## config.mk

```make
export PLATFORM = sky130hd
export DESIGN_NAME = drv_fault_seq
export DESIGN_NICKNAME = d
export VERILOG_FILES = /design/src/rtl/dfs_pkg.sv /design/src/rtl/dfs_timer.sv /design/src/rtl/dfs_ctrl.sv /design/src/rtl/dfs_outs.sv /design/src/rtl/drv_fault_seq.sv
export SDC_FILE = /design/constraint.sdc
export NUM_CORES = 1
export LEC_CHECK = 0
export BUFFER_PORTS_ARGS = -buffer_cell sky130_fd_sc_hd__buf_4
export CAP_MARGIN = 20
export CORE_UTILIZATION = 40
export CTS_CLUSTER_SIZE = 40
export DETAILED_ROUTE_END_ITERATION = 6
export SLEW_MARGIN = 30
export SYNTH_ARGS = -nofsm -noshare
export SYNTH_HDL_FRONTEND = slang
export SYNTH_SLANG_ARGS = --single-unit
```

## constraint.sdc

```tcl
create_clock -name clk -period 4.1 [get_ports clk]
set_clock_uncertainty 0.1 [all_clocks]
set_input_delay 0.82 -clock clk [delete_from_list [all_inputs] [get_ports clk]]
set_output_delay 0.82 -clock clk [all_outputs]
set_load 0.03 [all_outputs]
```

## src/rtl/dfs_pkg.sv

```systemverilog
package dfs_pkg;
  typedef enum logic [1:0] {
    ST_RUN   = 2'd0,
    ST_LIMIT = 2'd1,
    ST_CUT   = 2'd2
  } seq_st_t;
endpackage

```

## src/rtl/dfs_timer.sv

```systemverilog
module dfs_timer #(
  parameter int unsigned SPAN = 8,
  localparam int unsigned W = (SPAN > 1) ? $clog2(SPAN) : 1
) (
  input  logic         clk,
  input  logic         rst_n,
  input  logic         clr_i,
  input  logic         run_i,
  output logic [W-1:0] cnt_o,
  output logic         last_o
);
  localparam logic [W-1:0] TOP = W'(SPAN - 1);

  logic [W-1:0] cnt_q, cnt_d;

  always_comb begin
    cnt_d = cnt_q;
    if (clr_i)
      cnt_d = '0;
    else if (run_i && (cnt_q != TOP))
      cnt_d = cnt_q + 1'b1;
  end

  always_ff @(posedge clk or negedge rst_n) begin
    if (!rst_n)
      cnt_q <= '0;
    else
      cnt_q <= cnt_d;
  end

  assign cnt_o  = cnt_q;
  assign last_o = (cnt_q == TOP);
endmodule

```

## src/rtl/dfs_ctrl.sv

```systemverilog
module dfs_ctrl
  import dfs_pkg::*;
(
  input  logic    clk,
  input  logic    rst_n,
  input  logic    en_i,
  input  logic    peak_i,
  input  logic    above_i,
  input  logic    uv_i,
  input  logic    ot_i,
  input  logic    lim_last_i,
  input  logic    cut_last_i,
  output seq_st_t st_o
);
  seq_st_t st_q, st_d;

  always_comb begin
    st_d = st_q;
    if (uv_i) begin
      st_d = ST_RUN;
    end else begin
      unique case (st_q)
        ST_RUN:   if (en_i && peak_i && !ot_i) st_d = ST_LIMIT;
        ST_LIMIT: begin
          if (ot_i || !en_i || !above_i) st_d = ST_RUN;
          else if (lim_last_i)           st_d = ST_CUT;
        end
        ST_CUT:   if (cut_last_i) st_d = ST_RUN;
        default:  st_d = ST_RUN;
      endcase
    end
  end

  always_ff @(posedge clk or negedge rst_n) begin
    if (!rst_n)
      st_q <= ST_RUN;
    else
      st_q <= st_d;
  end

  assign st_o = st_q;
endmodule

```

## src/rtl/dfs_outs.sv

```systemverilog
module dfs_outs
  import dfs_pkg::*;
(
  input  seq_st_t st_i,
  input  logic    report_ok_i,
  input  logic    uv_i,
  input  logic    ot_i,
  output logic    gate_off_o,
  output logic    ovl_n_o,
  output logic    diag_n_o
);
  logic fault;

  always_comb begin
    fault      = uv_i || ot_i || (st_i == ST_CUT);
    gate_off_o = fault;
    diag_n_o   = !fault;
    ovl_n_o    = !((st_i == ST_LIMIT) && report_ok_i && !uv_i && !ot_i);
  end
endmodule

```

## src/rtl/drv_fault_seq.sv

```systemverilog
module drv_fault_seq
  import dfs_pkg::*;
#(
  parameter int unsigned OVL_DLY = 4,
  parameter int unsigned CUT_DLY = 40,
  parameter int unsigned RST_DLY = 100
) (
  input  logic clk,
  input  logic rst_n,
  input  logic en_i,
  input  logic peak_i,
  input  logic above_i,
  input  logic uv_i,
  input  logic ot_i,
  output logic gate_off_o,
  output logic ovl_n_o,
  output logic diag_n_o
);
  localparam int unsigned LW = (CUT_DLY > 1) ? $clog2(CUT_DLY) : 1;
  localparam int unsigned RW = (RST_DLY > 1) ? $clog2(RST_DLY) : 1;

  seq_st_t       st;
  logic [LW-1:0] lim_cnt;
  logic [RW-1:0] cut_cnt;
  logic          lim_last, cut_last, report_ok;

  dfs_timer #(.SPAN(CUT_DLY)) u_lim_tmr (
    .clk(clk), .rst_n(rst_n),
    .clr_i(uv_i || (st != ST_LIMIT)),
    .run_i(st == ST_LIMIT),
    .cnt_o(lim_cnt), .last_o(lim_last)
  );

  dfs_timer #(.SPAN(RST_DLY)) u_cut_tmr (
    .clk(clk), .rst_n(rst_n),
    .clr_i(uv_i || (st != ST_CUT)),
    .run_i(st == ST_CUT),
    .cnt_o(cut_cnt), .last_o(cut_last)
  );

  assign report_ok = ({1'b0, lim_cnt} >= (LW+1)'(OVL_DLY));

  dfs_ctrl u_ctrl (
    .clk(clk), .rst_n(rst_n),
    .en_i(en_i), .peak_i(peak_i), .above_i(above_i),
    .uv_i(uv_i), .ot_i(ot_i),
    .lim_last_i(lim_last), .cut_last_i(cut_last),
    .st_o(st)
  );

  dfs_outs u_outs (
    .st_i(st), .report_ok_i(report_ok),
    .uv_i(uv_i), .ot_i(ot_i),
    .gate_off_o(gate_off_o), .ovl_n_o(ovl_n_o), .diag_n_o(diag_n_o)
  );
endmodule

```

==> run metrics <==
arrival time worst endpoint 1.66 ns; chip height 47.23 um; Post-Syn Area between 800 and 900 sq um; total track usage around 17%; setup TNS 0 ns; Final setup viols 0; CTS root buf clkbuf_4; die area 0.002231 sq mm; worst path required time 3.18 ns; final WL ~1.5 mm; Num CTS Buffers 3; first-pass GRT wire length 2.511 mm; total clock sinks 15; Core Rows 15; post-route DRC violation count 0; critical path class in -> out; initial core utilization between 40 and 50%; DP Wirelength 1.104 mm; asr flop ratio synth 100.0%; Most used DFF post-synth dfrtp_1; pre-CTS setup slack 1.511 ns; worst-margin pin slew 0.4180 ns; area delta synth->final 14.37%; Final Util about half; Detailed Routing Iterations Pass 1 4; worst vdd ir 0.1717 mV; Post-CTS Hold Buffers 0; Syn. warnings 0; Hold/Removal Path Class in -> async; Max Transition Viols Final 0; Pleak about 0.38 nW; critical-path maximum fanout 6; final hold vios 0; fin nets 108; commonest non-fill, non-tap cell in the layout dfrtp_1; Max Freq slightly below 400 MHz; Routed Antenna Nets 0; # Post-CTS Setup Buffers 0; final worst slack 1.515 ns; initial antenna violation count 0; placed cell area 909.6 sq um; max cap viols 0; final clock period utilization by the worst path about 63%; IO Port Bufs 9; cell area after layout roughly 940 sq um; vias in the first global route 538; hold slack 0.2707 ns; vias 644; Starting DRT DRC Count 12; Seq/Total Area, Yosys 45.87%; CTS Buffer Depth 2; share of layout cells above drive strength 1 17.53%; Mapped Nets 95; largest net degree at the start of global routing 16; worst reg2reg path depth 3; syn_area_per_cell between 9 and 10 sq um; Reg clk slew, reported paths ~0.09 ns; commonest cells after routing, fill and taps aside dfrtp_1, nand2_1, buf_4; htree depth 1; slew margin rel. between 70% and 80%; routed len/inst 12.25 um; routability congestion estimate roughly 0.8; Core Region 0.001821 sq mm; Post-Syn Instances 85; Fillers roughly 180; Worst-Skew Late Latency roughly 0.28 ns; P per Cell Area 266.7 mW/mm^2; total congestion overflow 0; Final min period 2.585 ns; Ports 10; status complete, no violations; CTS tree built; Netlist cell types 28; cts repair resizes 0; Die Width 47.23 um; number of synthesized flops with an enable pin 0; RSZ-0062 raised after global routing no; Critical Path Start Type input port; crit end category output port; FF+latch count, synth 15; routed vias/inst 5.279; # diodes 0
## state kept, by name, indices dropped and copies added (netlist names)
name	flops
u_cut_tmr.cnt_o	7
u_ctrl.st_o	2
u_lim_tmr.cnt_o	6
## area by class of cell
type | count | area, sq um | share of cell area [%]
flip-flops and latches | 15 | 375.4 | 40.11
multi-input cells | 65 | 420.4 | 44.92
well taps | 25 | 31.28 | 3.342
inverters | 4 | 15.01 | 1.604
repair buffers | 9 | 67.56 | 7.219
clock buffers | 4 | 26.28 | 2.807
## worst max-delay path, stage by stage
cell and delay [ns]:
buf_4 0.13, nor2_1 0.08, nand2_1 0.11, or3_1 0.35, buf_4 0.17
## synth_stat cells (2+ instances only)
library cell	instances	area, sq um
a21oi_1	3	15.01
and2_1	2	12.51
dfrtp_1	15	375.4
ha_1	3	37.54
inv_1	4	15.01
mux2i_1	2	20.02
nand2_1	10	37.54
nand3_1	5	25.02
nor2_1	6	22.52
nor3_1	2	10.01
nor3b_1	2	15.01
nor3b_2	2	25.02
o21ai_0	7	35.03
or3_1	5	31.28
xor2_1	4	35.03
## where the power goes
part / total, mW / internal (mW) / switching (mW)
combinational: 0.0150 / 0.00648 / 0.00851
sequential: 0.149 / 0.148 / 0.000561
clock: 0.0858 / 0.0378 / 0.0480
## cells by family after synthesis
| family | after synthesis | synth area share (%) |
|---|---|---|
| muxes | 2 | 2.447 |
| buffers and inverters | 5 | 2.752 |
| adders and majority gates | 3 | 4.588 |
| DFF | 15 | 45.87 |
| AOI/OAI and AO/OA | 12 | 7.491 |
| and+or+nand+nor | 43 | 31.50 |
| xor gates and xnor gates | 5 | 5.351 |
## layer usage
layer	part of all wire [%]	global-route usage (%)
met1	56	25.12
met2	38	22.19
met3	3.2	4.615
met4	2.7	10.29
met5	0	0
## stage by stage
stage,power [mW],instances
floorplan,0.1566,85
global placement,0.1670,118
detailed placement,0.1671,118
CTS,0.2534,122
global route,0.2642,122
finish,0.2496,122
## path summary, 6_finish.rpt
kind                                                start                        endpoint  slack, ns
setup reg to reg           u_cut_tmr.cnt_o[2]$_DFFE_PN0P_  u_cut_tmr.cnt_o[1]$_DFFE_PN0P_       2.53
min in group clk           u_cut_tmr.cnt_o[6]$_DFFE_PN0P_  u_cut_tmr.cnt_o[6]$_DFFE_PN0P_       0.46
hold / removal                                      rst_n  u_lim_tmr.cnt_o[3]$_DFFE_PN0P_       0.27
hold reg to reg            u_cut_tmr.cnt_o[6]$_DFFE_PN0P_  u_cut_tmr.cnt_o[6]$_DFFE_PN0P_       0.46
setup / recovery                                     uv_i                         ovl_n_o       1.52
max in group asynchronous                           rst_n  u_cut_tmr.cnt_o[1]$_DFFE_PN0P_       3.45
Power figures use the tool's default switching activity.
